==> config.mk <==
export PLATFORM = sky130hd
export DESIGN_NAME = e1_ccs_router
export DESIGN_NICKNAME = d
export VERILOG_FILES = /design/src/rtl/e1ccs_pkg.sv /design/src/rtl/e1ccs_capture.sv /design/src/rtl/e1ccs_slot_timer.sv /design/src/rtl/e1ccs_router.sv /design/src/rtl/e1_ccs_router.sv
export SDC_FILE = /design/constraint.sdc
export NUM_CORES = 1
export LEC_CHECK = 0
export ABC_AREA = 1
export BUFFER_PORTS_ARGS = -buffer_cell sky130_fd_sc_hd__buf_2
export CAP_MARGIN = 20
export CORE_ASPECT_RATIO = 2
export CORE_MARGIN = 3
export CORE_UTILIZATION = 60
export CTS_CLUSTER_SIZE = 24
export DETAILED_ROUTE_END_ITERATION = 10
export HOLD_SLACK_MARGIN = 0.12
export PLACE_DENSITY_LB_ADDON = 0.08
export SLEW_MARGIN = 5
export SYNTH_ARGS = -nofsm -noshare
export SYNTH_HDL_FRONTEND = slang
export SYNTH_SLANG_ARGS = --single-unit
==> constraint.sdc <==
create_clock -name clk -period 3.07 [get_ports clk]
set_input_delay 0.614 -clock clk [delete_from_list [all_inputs] [get_ports clk]]
set_output_delay 0.614 -clock clk [all_outputs]
set_load 0.05 [all_outputs]
==> src/rtl/e1ccs_pkg.sv <==
package e1ccs_pkg;
  localparam int TS_W     = 5;
  localparam int BYTE_W   = 8;
  localparam int NSRC     = 3;
  localparam int IL       = 4;
  localparam int FIDX_W   = $clog2(IL);
  localparam int SLOTS    = 1 << TS_W;
  localparam int BIT_W    = $clog2(BYTE_W);
  localparam int CH_W     = $clog2(IL * SLOTS);
  localparam int CNT_W    = CH_W + BIT_W + 1;
  localparam int LO_BITS  = SLOTS * BYTE_W;
  localparam int MAX_BITS = IL * SLOTS * BYTE_W;

  typedef struct packed {
    logic                      ccs_en;
    logic                      hi_rate;
    logic [FIDX_W-1:0]         fidx;
    logic [NSRC-1:0]           ts_en;
    logic [NSRC-1:0][TS_W-1:0] dst;
  } route_cfg_t;

  // receive timeslot feeding source index i
  function automatic logic [TS_W-1:0] src_ts(input int i);
    case (i)
      0:       return TS_W'(15);
      1:       return TS_W'(16);
      default: return TS_W'(31);
    endcase
  endfunction

  function automatic logic [CNT_W-1:0] frame_bits(input logic hi);
    return hi ? CNT_W'(MAX_BITS) : CNT_W'(LO_BITS);
  endfunction

  function automatic logic [TS_W-1:0] ch_to_ts(input logic [CH_W-1:0] ch, input logic hi);
    return hi ? ch[CH_W-1:FIDX_W] : ch[TS_W-1:0];
  endfunction

  function automatic logic ch_is_own(input logic [CH_W-1:0] ch, input logic hi,
                                     input logic [FIDX_W-1:0] fidx);
    return !hi || (ch[FIDX_W-1:0] == fidx);
  endfunction
endpackage

==> src/rtl/e1ccs_capture.sv <==
module e1ccs_capture
  import e1ccs_pkg::*;
(
  input  logic                        clk,
  input  logic                        rst_n,
  input  logic                        rx_vld,
  input  logic [TS_W-1:0]             rx_ts,
  input  logic [BYTE_W-1:0]           rx_data,
  input  logic                        swap,
  output logic [NSRC-1:0][BYTE_W-1:0] sig_eff
);
  logic [NSRC-1:0][BYTE_W-1:0] fill_q;
  logic [NSRC-1:0][BYTE_W-1:0] play_q;

  always_ff @(posedge clk or negedge rst_n) begin
    if (!rst_n) begin
      fill_q <= '1;
      play_q <= '1;
    end else begin
      for (int i = 0; i < NSRC; i++) begin
        if (swap) play_q[i] <= fill_q[i];
        if (rx_vld && rx_ts == src_ts(i)) fill_q[i] <= rx_data;
      end
    end
  end

  // bytes seen by the frame that starts this cycle, or the current frame
  for (genvar g = 0; g < NSRC; g++) begin : g_eff
    assign sig_eff[g] = swap ? fill_q[g] : play_q[g];
  end
endmodule

==> src/rtl/e1ccs_slot_timer.sv <==
module e1ccs_slot_timer
  import e1ccs_pkg::*;
(
  input  logic              clk,
  input  logic              rst_n,
  input  logic              bp_ben,
  input  logic              frame_start,
  input  logic              hi_rate,
  input  logic [FIDX_W-1:0] fidx,
  output logic              slot_valid,
  output logic              slot_own,
  output logic [TS_W-1:0]   slot_ts,
  output logic [BIT_W-1:0]  bit_pos
);
  logic [CNT_W-1:0] cnt_q;
  logic [CNT_W-1:0] idx;
  logic [CH_W-1:0]  ch;

  assign idx = frame_start ? '0 : cnt_q;
  assign ch  = idx[CH_W+BIT_W-1:BIT_W];

  always_ff @(posedge clk or negedge rst_n) begin
    if (!rst_n)
      cnt_q <= CNT_W'(MAX_BITS);
    else if (bp_ben)
      cnt_q <= (idx >= CNT_W'(MAX_BITS)) ? CNT_W'(MAX_BITS) : idx + 1'b1;
  end

  assign slot_valid = idx < frame_bits(hi_rate);
  assign slot_own   = ch_is_own(ch, hi_rate, fidx);
  assign slot_ts    = ch_to_ts(ch, hi_rate);
  assign bit_pos    = idx[BIT_W-1:0];
endmodule

==> src/rtl/e1ccs_router.sv <==
module e1ccs_router
  import e1ccs_pkg::*;
(
  input  logic                        slot_valid,
  input  logic                        slot_own,
  input  logic [TS_W-1:0]             slot_ts,
  input  logic [BIT_W-1:0]            bit_pos,
  input  route_cfg_t                  cfg_eff,
  input  logic [NSRC-1:0][BYTE_W-1:0] sig_eff,
  output logic                        dso_nxt,
  output logic                        dso_oe_nxt,
  output logic                        cso_nxt,
  output logic                        cso_oe_nxt
);
  logic [NSRC-1:0] data_hit;
  logic [NSRC-1:0] ctrl_hit;
  logic            drive;

  assign drive = slot_valid && slot_own;

  for (genvar g = 0; g < NSRC; g++) begin : g_hit
    assign data_hit[g] = slot_ts == src_ts(g);
    assign ctrl_hit[g] = cfg_eff.ccs_en && cfg_eff.ts_en[g] && (cfg_eff.dst[g] == slot_ts);
  end

  always_comb begin
    dso_nxt    = 1'b1;
    dso_oe_nxt = 1'b0;
    if (drive) begin
      for (int i = 0; i < NSRC; i++) begin
        if (data_hit[i]) begin
          dso_nxt    = sig_eff[i][bit_pos];
          dso_oe_nxt = 1'b1;
        end
      end
    end
  end

  // walk from lowest to highest priority so the lowest index lands last
  always_comb begin
    cso_nxt    = 1'b1;
    cso_oe_nxt = drive;
    if (drive) begin
      for (int i = NSRC - 1; i >= 0; i--) begin
        if (ctrl_hit[i]) cso_nxt = sig_eff[i][bit_pos];
      end
    end
  end
endmodule

==> src/rtl/e1_ccs_router.sv <==
module e1_ccs_router
  import e1ccs_pkg::*;
(
  input  logic              clk,
  input  logic              rst_n,
  input  logic              rx_vld,
  input  logic [TS_W-1:0]   rx_ts,
  input  logic [BYTE_W-1:0] rx_data,
  input  logic              bp_fs,
  input  logic              bp_ben,
  input  logic              cfg_ccs_en,
  input  logic              cfg_hi_rate,
  input  logic [FIDX_W-1:0] cfg_framer_idx,
  input  logic [NSRC-1:0]   cfg_ts_en,
  input  logic [TS_W-1:0]   cfg_dst15,
  input  logic [TS_W-1:0]   cfg_dst16,
  input  logic [TS_W-1:0]   cfg_dst31,
  output logic              dso,
  output logic              dso_oe,
  output logic              cso,
  output logic              cso_oe
);
  route_cfg_t                  cfg_in;
  route_cfg_t                  cfg_q;
  route_cfg_t                  cfg_eff;
  logic                        frame_start;
  logic [NSRC-1:0][BYTE_W-1:0] sig_eff;
  logic                        slot_valid;
  logic                        slot_own;
  logic [TS_W-1:0]             slot_ts;
  logic [BIT_W-1:0]            bit_pos;
  logic                        dso_nxt;
  logic                        dso_oe_nxt;
  logic                        cso_nxt;
  logic                        cso_oe_nxt;

  assign frame_start = bp_fs && bp_ben;

  assign cfg_in.ccs_en  = cfg_ccs_en;
  assign cfg_in.hi_rate = cfg_hi_rate;
  assign cfg_in.fidx    = cfg_framer_idx;
  assign cfg_in.ts_en   = cfg_ts_en;
  assign cfg_in.dst     = {cfg_dst31, cfg_dst16, cfg_dst15};

  always_ff @(posedge clk or negedge rst_n) begin
    if (!rst_n)           cfg_q <= '0;
    else if (frame_start) cfg_q <= cfg_in;
  end

  assign cfg_eff = frame_start ? cfg_in : cfg_q;

  e1ccs_capture u_cap (
    .clk     (clk),
    .rst_n   (rst_n),
    .rx_vld  (rx_vld),
    .rx_ts   (rx_ts),
    .rx_data (rx_data),
    .swap    (frame_start),
    .sig_eff (sig_eff)
  );

  e1ccs_slot_timer u_tmr (
    .clk         (clk),
    .rst_n       (rst_n),
    .bp_ben      (bp_ben),
    .frame_start (frame_start),
    .hi_rate     (cfg_eff.hi_rate),
    .fidx        (cfg_eff.fidx),
    .slot_valid  (slot_valid),
    .slot_own    (slot_own),
    .slot_ts     (slot_ts),
    .bit_pos     (bit_pos)
  );

  e1ccs_router u_rte (
    .slot_valid (slot_valid),
    .slot_own   (slot_own),
    .slot_ts    (slot_ts),
    .bit_pos    (bit_pos),
    .cfg_eff    (cfg_eff),
    .sig_eff    (sig_eff),
    .dso_nxt    (dso_nxt),
    .dso_oe_nxt (dso_oe_nxt),
    .cso_nxt    (cso_nxt),
    .cso_oe_nxt (cso_oe_nxt)
  );

  always_ff @(posedge clk or negedge rst_n) begin
    if (!rst_n) begin
      dso    <= 1'b1;
      dso_oe <= 1'b0;
      cso    <= 1'b1;
      cso_oe <= 1'b0;
    end else if (bp_ben) begin
      dso    <= dso_nxt;
      dso_oe <= dso_oe_nxt;
      cso    <= cso_nxt;
      cso_oe <= cso_oe_nxt;
    end
  end
endmodule

==> results of run 1 <==
==> flip-flops by register name, summed over array words and instances (netlist names) <==
register      cells
cfg_q            22
cso               1
cso_oe            1
dso               1
dso_oe            1
u_cap.fill_q     24
u_cap.play_q     24
u_tmr.cnt_q      11
==> path summary, 6_finish.rpt <==
check | start | end | slack, ns | depth (start not counted)
hold reg to reg | u_cap.fill_q[21] | u_cap.play_q[21] | 0.46 | 2
setup reg to reg | u_tmr.cnt_q[0] | u_tmr.cnt_q[8] | 1.11 | 12
setup / recovery | bp_fs | cso | 0.81 | 13
max in group asynchronous | rst_n | u_cap.play_q[18] | 2.18 | 2
min in group clk | u_cap.fill_q[21] | u_cap.play_q[21] | 0.46 | 2
hold / removal | rst_n | cfg_q[6] | 0.22 | 1
==> worst max-delay path, cell delays in order <==
cell and delay (ns):
buf_2 0.23, nand2_8 0.20, inv_2 0.34, nand2_1 0.10
nand2_1 0.11, inv_1 0.07, ha_1 0.29, nand2_1 0.08
nand2_1 0.05, nor2_1 0.12, nand2_1 0.12, nor2_1 0.13
a21oi_1 0.07
==> logic make-up (layout without fill, tap and decap cells) <==
logic type                 after synthesis  in the layout  share of synthesized area, %
DFF                                     85             85                         50.13
adders and majority gates                2              2                        0.5725
AOI/OAI and AO/OA                       70             70                         8.875
and+or+nand+nor                        316            316                         30.26
buffers and inverters                   94            140                         9.562
xor gates and xnor gates                 3              3                        0.6013
==> cells in the final DEF, fill, tap and decap left out, types with 3 or more instances in the layout <==
cell,count
a21oi_1,4
buf_2,42
buf_4,5
clkbuf_1,3
clkbuf_16,9
clkinv_2,3
dfrtp_1,34
dfstp_2,51
inv_1,70
inv_2,4
nand2_1,210
nand2_2,7
nand3_1,54
nor2_1,36
o211ai_1,6
o21ai_0,45
o21ai_1,7
o22ai_1,4
==> power breakdown <==
group          leakage (uW)  internal (uW)  switching [uW]
clock              0.000131            546             423
sequential         0.000952           1380            87.7
combinational       0.00142            202             400
total               0.00250           2130             911
==> metal layers <==
layer	wire length (um)	track usage, %	vias to the layer above	share of wire (%)
met5	0	0	-	0
met4	591	17.37	0	5.7
met3	402	4.872	44	3.9
met2	5877	50.73	111	57
met1	3514	23.45	1732	34
li1	-	-	1872	-
==> area by class of cell <==
| class | count | area, um2 |
|---|---|---|
| Clock inverter | 4 | 22.52 |
| Multi-Input combinational cell | 391 | 1762 |
| Inverter | 76 | 286.5 |
| Fill cell | 611 | 2108 |
| Clock buffer | 12 | 236.5 |
| Timing Repair Buffer | 48 | 275.3 |
| Tap cell | 90 | 112.6 |
| Sequential cell | 85 | 2191 |
==> per-stage QoR <==
step	hold slack [ns]	instances	power, uW	area, um2
5_1_grt	0.2502	706	3206	4886
2_1_floorplan	0.3184	570	1899	4370
4_1_cts	0.4650	705	3062	4858
6_report	0.2203	706	3043	4886
3_3_place_gp	0.4474	689	2060	4599
3_5_place_dp	0.4526	689	2083	4599
==> flow_metrics.env, run 1 <==
export IMPL_status="finished clean"
export IMPL_startpoint_type="input pin"
export IMPL_post_drt_wl_per_cell_um=14.71
export IMPL_cp_arrival_ns=2.53
export IMPL_ioPinCount=44
export IMPL_yosysTopAreaCellShare_pct=30.66
export IMPL_grt_overflow_total=0
export IMPL_die_w_um=66.35
export IMPL_grt_max_degree=86
export IMPL_yosysMostFrequentCell="nand2_1"
export IMPL_rows=43
export IMPL_syn2layout_area_growth_pct=11.80
export IMPL_grt_pass1_wl_um=16630
export IMPL_gp_congestion=0.8566
export IMPL_synth_flop_cell="dfstp_2"
export IMPL_synth_seq_cells=85
export IMPL_synth_edf_count=0
export IMPL_report_final_slew_viol_count=0
export IMPL_cts_resized=0
export IMPL_cap_violations=0
export IMPL_yosys_top_cells_area="dfstp_2 31%, dfrtp_1 19%, nand2_1 18%"
export IMPL_cts_made_buffers=9
export IMPL_p_per_area_mw_per_mm2=622.8
export IMPL_viasPerCell=5.324
export IMPL_die_area_mm2=0.008407
export IMPL_track_usage_pct=26.52
export IMPL_fin_crit_ns=2.256
export IMPL_clk_pin_slew_worst_paths_ns=0.06
export IMPL_ys_seq_area_share_pct=50.13
export IMPL_grt_pass1_vias=3847
export IMPL_cts_max_level=3
export IMPL_async_flop_share_pct=100.0
export IMPL_syn_area_per_cell_um2=7.667
export IMPL_synth_common_cells="210 x nand2_1, 70 x inv_1, 54 x nand3_1"
export IMPL_ant_nets=0
export IMPL_setup_tns_final_ns=0
export IMPL_die_h_um=126.7
export IMPL_finalNetCount=653
export IMPL_core_area_mm2=0.006994
export IMPL_netlist_area_mm2=0.004370
export IMPL_place_hpwl_um=7660
export IMPL_skew_ns=0.006722
export IMPL_cp_required_ns=3.35
export IMPL_rsz0062_at_grt="false"
export IMPL_maxSlewHeadroom_pct=59.39
export IMPL_clk_latency_ns=0.34
export IMPL_worst_pin_slew_ns=0.6073
export IMPL_critPathCaptureType="register"
export IMPL_fin_ws_ns=0.8143
export IMPL_portBuffers=43
export IMPL_grt_antenna_before_repair=0
export IMPL_synth_largest_area_cell="dfstp_2"
export IMPL_dpl_worst_slack_ns=0.5052
export IMPL_criticalPathCategory="input pin to register"
export IMPL_initial_core_util_pct=62.49
export IMPL_clock_root_buffer="clkbuf_16"
export IMPL_setup_viol=0
export IMPL_clock_fmax_mhz=443.3
export IMPL_clockBufferDepth=2
export IMPL_drcViolationCount=0
export IMPL_fin_crit_sh_pct=73.47
export IMPL_drt_iter0_drc=181
export IMPL_hold_class="input pin to asynchronous set/reset pin"
export IMPL_wl_um=10390
export IMPL_leakagePower_uw=0.002504
export IMPL_antennaDiodeCount=0
export IMPL_peakVddDrop_uv=515.5
export IMPL_syn_inst=570
export IMPL_cts_setup_buffers=0
export IMPL_synth_cell_types=34
export IMPL_ys_warn_count=0
export IMPL_fin_util_pct=69.86
export IMPL_drtPass1Iterations=5
export IMPL_cts_sinks=85
export IMPL_synth_fp_nets=612
export IMPL_cp_max_fo=37
export IMPL_layout_drive_gt1_share_pct=21.43
export IMPL_holdBufCountCts=0
export IMPL_routed_via_count=3759
export IMPL_cts_tree="built"
export IMPL_hold_viol=0
Note: power is estimated with default switching activity, not from simulation.
==> inputs of run 2 (changes only) <==
CORE_UTILIZATION = 53   (was 60)
clock period = 1.9 ns   (was 3.07 ns; I/O delays follow)
==> run 2 against run 1 <==
Effect of this change: non-clock buffer count increased by 35; cell count increased by 5.8%; worst setup slack got worse by 0.64 ns; register-to-register slack got worse by 0.94 ns; power increased by 70%; critical endpoint is now u_tmr.cnt_q[8]; largest power group unchanged.
==> flow_metrics.env, run 2 (same netlist as run 1, synthesis figures left out) <==
export IMPL_placed_cells=728
export IMPL_clock_root_buffer="clkbuf_16"
export IMPL_grt_max_degree=45
export IMPL_status="finished clean"
export IMPL_initial_core_util_pct=54.63
export IMPL_post_drt_wl_per_cell_um=14.89
export IMPL_startpoint_type="register"
export IMPL_maxSlewHeadroom_pct=66.55
export IMPL_cts_tree="built"
export IMPL_hold_viol=0
export IMPL_power_uw=5172
export IMPL_antennaDiodeCount=0
export IMPL_drt_iter0_drc=194
export IMPL_p_int_uw=3649
export IMPL_cp_required_ns=2.12
export IMPL_ant_nets=0
export IMPL_skew_ns=0.009990
export IMPL_finalNetCount=688
export IMPL_rows=46
export IMPL_grt_overflow_total=0
export IMPL_critPathCaptureType="register"
export IMPL_syn2layout_area_growth_pct=18.84
export IMPL_clockBufferDepth=2
export IMPL_gp_congestion=0.9475
export IMPL_drtPass1Iterations=4
export IMPL_dpl_worst_slack_ns=-0.08854
export IMPL_layout_commonest_cell="nand2_1"
export IMPL_p_sw_uw=1523
export IMPL_track_usage_pct=25.75
export IMPL_cp_max_fo=3
export IMPL_setup_viol=0
export IMPL_peakVddDrop_uv=792.9
export IMPL_layout_drive_gt1_share_pct=26.42
export IMPL_fin_util_pct=64.92
export IMPL_die_w_um=70.21
export IMPL_grt_antenna_before_repair=0
export IMPL_fin_crit_ns=1.728
export IMPL_drcViolationCount=0
export IMPL_worst_pin_slew_ns=0.5005
export IMPL_die_h_um=134.4
export IMPL_viasPerCell=5.170
export IMPL_routed_via_count=3862
export IMPL_place_hpwl_um=8386
export IMPL_die_area_mm2=0.009438
export IMPL_swShare_pct=29.45
export IMPL_grt_pass1_wl_um=18660
export IMPL_cts_sinks=85
export IMPL_portBuffers=43
export IMPL_cap_violations=0
export IMPL_clk_pin_slew_worst_paths_ns=0.06
export IMPL_hold_class="input pin to register"
export IMPL_wl_um=11120
export IMPL_fin_ws_ns=0.1722
export IMPL_cts_made_buffers=9
export IMPL_criticalPathCategory="register to register"
export IMPL_grt_pass1_vias=4051
export IMPL_clock_power_share_pct=33.2
export IMPL_clock_fmax_mhz=578.8
export IMPL_layout_common_cells="210 x nand2_1, 70 x inv_1, 53 x nand3_1, 51 x dfstp_2, 45 x o21ai_0"
export IMPL_p_per_area_mw_per_mm2=995.8
export IMPL_comb_power_share_pct=20.8
export IMPL_fin_crit_sh_pct=90.94
export IMPL_cts_max_level=3
export IMPL_reg_largest_list="u_cap.fill_q: 24 flops, u_cap.play_q: 24 flops, cfg_q: 22 flops"
export IMPL_cp_arrival_ns=1.95
export IMPL_seq_power_share_pct=46.0
export IMPL_leakagePower_uw=0.002676
export IMPL_clk_latency_ns=0.35
export IMPL_ioPinCount=44
export IMPL_setup_tns_final_ns=0
export IMPL_fin_cells=747
export IMPL_core_area_mm2=0.008000
export IMPL_report_final_slew_viol_count=0
run 2: cell types whose count changed in the layout (fill, tap and decap cells not counted), sizes merged:
cell | before | now
buf | 48 | 82
dlygate4sd3 | 0 | 1
bufinv | 0 | 1
inv | 76 | 74
clkinv | 4 | 5
run 2: what timing repair did:
action                                 CTS  global route
setup endpoints to repair                0             4
setup buffers                            0             2
resized for setup                        0             6
endpoints found under the hold margin   22             0
hold buffers                             1             0
run 2: area by class of cell:
type                            count  area, um2
Fill cell                         742       2806
Sequential cell                    85       2193
Multi-Input combinational cell    391       1775
Timing Repair Buffer               83      533.0
Inverter                           76      286.5
Clock buffer                       12      236.5
Tap cell                           96      120.1
Clock inverter                      4      48.80
run 2: final timing paths:
kind,startpoint,endpoint,slack [ns],cells after the start
worst max-delay path,u_tmr.cnt_q[1],u_tmr.cnt_q[8],0.17,12
worst min-delay path,cfg_dst31[4],cfg_q[14],0.27,3
worst max register to register,u_tmr.cnt_q[1],u_tmr.cnt_q[8],0.17,12
worst min register to register,u_cap.fill_q[3],u_cap.play_q[3],0.46,2
max in group asynchronous,rst_n,u_cap.play_q[14],0.78,3
min in group asynchronous,rst_n,cfg_q[13],0.50,2
run 2: through the flow:
step | instance area (um2) | hold slack (ns)
final | 5194 | 0.2682
after detailed placement | 4867 | 0.3224
after global routing | 5194 | 0.2871
after floorplan | 4370 | 0.08441
after CTS | 5162 | 0.2640
after global placement | 4867 | 0.3233
run 2: power by group through the flow:
stage | combinational, uW | clock, uW | sequential (uW)
2_1_floorplan | 664 | 0 | 2400
3_3_place_gp | 1030 | 0 | 2390
3_5_place_dp | 1060 | 0 | 2400
4_1_cts | 1070 | 1750 | 2380
5_1_grt | 1230 | 1820 | 2410
6_report | 1080 | 1720 | 2380
run 2: metal layers:
layer  wire (um)  vias up  track usage (%)
met5           0        -                0
met3         343       36            4.426
met1        3849     1789            24.90
met2        6328       94            49.42
met4         598        0            14.93
li1            -     1943                -
run 2: critical path: stages, from the launching register on:
cell     delay [ns]
dfrtp_1        0.43
nand2_2        0.08
inv_1          0.08
ha_1           0.17
inv_1          0.06
nor2_2         0.11
nand2_1        0.09
nor2_2         0.11
nand2_1        0.07
nor2_2         0.17
nand3_2        0.10
nand2_1        0.07
o22ai_1        0.06
==> inputs of run 3 (changes only) <==
ABC_AREA = 0   (was 1)
==> run 3 against run 2 <==
Effect of this change: the flow now finishes with violations (negative setup slack); clock skew down 0.0025 ns; largest power group unchanged; routed wire length is 5.4% lower; worst setup slack worse by 0.17 ns; highest routed layer unchanged; sequential cell count unchanged; critical path depth decreased by 4; fmax down 9.1%; via count down 12%; first-iteration DRC count rose by 11%; cell count shrank 22%; power up 4.1%; register-to-register slack worse by 0.17 ns; worst hold slack lost 0.016 ns.
==> flow_metrics.env, run 3 <==
export IMPL_fin_ws_ns=-0.001591
export IMPL_cts_sinks=85
export IMPL_clock_power_share_pct=34.3
export IMPL_yosysMostFrequentCell="nand2_1"
export IMPL_leakagePower_uw=0.002413
export IMPL_antennaDiodeCount=0
export IMPL_finalNetCount=529
export IMPL_clockBufferDepth=2
export IMPL_setup_viol=1
export IMPL_fin_crit_ns=1.902
export IMPL_die_h_um=133.4
export IMPL_routed_via_count=3386
export IMPL_setup_tns_final_ns=-0.001591
export IMPL_drt_iter0_drc=216
export IMPL_die_w_um=69.71
export IMPL_place_hpwl_um=7840
export IMPL_p_sw_uw=1451
export IMPL_synth_common_cells="96 x nand2_1, 51 x dfstp_2, 34 x dfrtp_1, 34 x mux2_2, 15 x o21ai_0"
export IMPL_hold_class="input pin to register"
export IMPL_synth_seq_cells=85
export IMPL_syn_inst=411
export IMPL_clk_pin_slew_worst_paths_ns=0.06
export IMPL_syn2layout_area_growth_pct=23.82
export IMPL_cp_slowest_cell="dfrtp_2"
export IMPL_hold_viol=0
export IMPL_track_usage_pct=23.78
export IMPL_violations="negative setup slack"
export IMPL_netlist_area_mm2=0.004303
export IMPL_swShare_pct=26.95
export IMPL_peakVddDrop_uv=789.0
export IMPL_cp_arrival_ns=2.17
export IMPL_p_int_uw=3934
export IMPL_fin_cells=586
export IMPL_async_flop_share_pct=100.0
export IMPL_grt_overflow_total=0
export IMPL_cp_required_ns=2.16
export IMPL_clock_root_buffer="clkbuf_16"
export IMPL_maxSlewHeadroom_pct=63.99
export IMPL_cpPeakStageDelay_ns=0.43
export IMPL_skew_ns=0.007491
export IMPL_layout_commonest_cell="nand2_1"
export IMPL_synth_flop_cell="dfstp_2"
export IMPL_critPathCaptureType="register"
export IMPL_fin_util_pct=68.57
export IMPL_rsz0062_at_grt="true"
export IMPL_grt_antenna_before_repair=0
export IMPL_synth_cell_types=54
export IMPL_report_final_slew_viol_count=0
export IMPL_ant_nets=0
export IMPL_syn_area_per_cell_um2=10.47
export IMPL_gp_congestion=0.8591
export IMPL_status="finished, violations left"
export IMPL_crit_path_cell_trace="buf_6 > buf_4 > mux2_4 > nand2_2 > xor2_1 > nand4bb_1 > o32ai_2 > a21oi_1"
export IMPL_startpoint_type="register"
export IMPL_grt_max_degree=39
export IMPL_criticalPathCategory="register to register"
export IMPL_worst_pin_slew_ns=0.5402
export IMPL_ys_warn_count=0
export IMPL_p_per_area_mw_per_mm2=1011
export IMPL_grt_pass1_vias=3629
export IMPL_path_delay_family="flip-flops"
export IMPL_synth_fp_nets=453
export IMPL_cts_made_buffers=9
export IMPL_portBuffers=43
export IMPL_rows=45
export IMPL_placed_cells=567
export IMPL_cts_max_level=3
export IMPL_grt_pass1_wl_um=17260
export IMPL_cap_violations=0
export IMPL_wl_um=10520
export IMPL_cp_num_buf_inv=2
export IMPL_reg_largest_list="u_cap.fill_q: 24 flops, u_cap.play_q: 24 flops, cfg_q: 22 flops"
export IMPL_comb_power_share_pct=19.9
export IMPL_yosysTopAreaCellShare_pct=31.14
export IMPL_seq_power_share_pct=45.8
export IMPL_fin_crit_sh_pct=100.1
export IMPL_ioPinCount=44
export IMPL_post_drt_wl_per_cell_um=17.95
export IMPL_cp_max_fo=4
export IMPL_yosys_top_cells_area="dfstp_2 31%, dfrtp_1 20%, mux2_2 8.9%"
export IMPL_core_area_mm2=0.007770
export IMPL_clk_latency_ns=0.34
export IMPL_drtPass1Iterations=4
export IMPL_clock_fmax_mhz=525.9
export IMPL_die_area_mm2=0.009301
export IMPL_cts_tree="built"
export IMPL_layout_common_cells="94 x nand2_1, 51 x dfstp_2, 43 x buf_4, 42 x buf_2, 32 x mux2_2"
export IMPL_drcViolationCount=0
export IMPL_viasPerCell=5.778
export IMPL_initial_core_util_pct=55.38
export IMPL_layout_drive_gt1_share_pct=46.95
export IMPL_synth_edf_count=0
export IMPL_synth_largest_area_cell="dfstp_2"
export IMPL_ys_seq_area_share_pct=50.92
## run 3: changes by cell type in the layout (fill, tap and decap cells not counted), sizes merged, moves of 8 or more
cell	change
or3	+8
mux2i	+9
o21ai	-38
mux2	+35
nand3	-43
nor2	-25
nand2	-123
or2	+10
and3	+12
inv	-65
a21boi	+11
## run 3: repair_timing
action	in CTS	in global routing
hold endpoints to repair	11	0
pin swaps	3	7
endpoints found under the setup margin	3	4
setup buffers	1	1
hold buffers	1	0
gates resized for setup	13	7
## run 3: layout make-up
cell class / count / area (um2)
clock buffer: 10 / 250.2
tap: 94 / 117.6
timing repair buffer: 90 / 614.3
multi-input combinational: 295 / 2063
sequential: 85 / 2195
inverter: 6 / 22.52
clock inverter: 6 / 65.06
fill: 598 / 2442
## run 3: cell families after synthesis
logic type	synth area share, %
compound gates	10.06
fa+ha+maj	0.5815
simple gates	19.25
mux	14.31
buf+inv	3.664
flops	50.92
xor+xnor	1.221
## run 3: power groups by stage
stage          registers [uW]  logic [uW]  clock network, uW
2_1_floorplan            2400         737                  0
3_3_place_gp             2480        1000                  0
3_5_place_dp             2490        1020                  0
4_1_cts                  2460        1050               1860
5_1_grt                  2500        1180               1950
6_report                 2470        1070               1850
## run 3: path summary, 6_finish.rpt
kind | slack, ns | to | cells after the start | startpoint
min in group asynchronous | 0.57 | cfg_q[14] | 2 | rst_n
max reg2reg | -0.002 | cso | 8 | cfg_q[20]
min | 0.25 | cfg_q[15] | 3 | cfg_ts_en[0]
min reg2reg | 0.45 | u_cap.play_q[13] | 2 | u_cap.fill_q[13]
max in group asynchronous | 0.73 | u_cap.play_q[1] | 3 | rst_n
max | -0.002 | cso | 8 | cfg_q[20]
## run 3: metrics by stage
step | setup WS, ns | instance area, um2 | power, uW | hold slack [ns]
finish | -0.001591 | 5328 | 5386 | 0.2526
global route | -0.09715 | 5328 | 5638 | 0.2583
CTS | -0.03921 | 5289 | 5380 | 0.2438
detailed placement | -0.1595 | 4920 | 3513 | 0.3971
global placement | -0.1126 | 4920 | 3475 | 0.3941
floorplan | -0.1061 | 4409 | 3137 | 0.08441
## run 3: tightest hold or removal path: stages
cell and delay, ns:
buf_2 0.09, nand2_1 0.04, nand2_1 0.05
## run 3: layer usage
| metal | track usage [%] | wire, um |
|---|---|---|
| met1 | 24.55 | 3848 |
| met5 | 0 | 0 |
| met4 | 12.47 | 421 |
| met2 | 44.47 | 5867 |
| met3 | 4.456 | 383 |
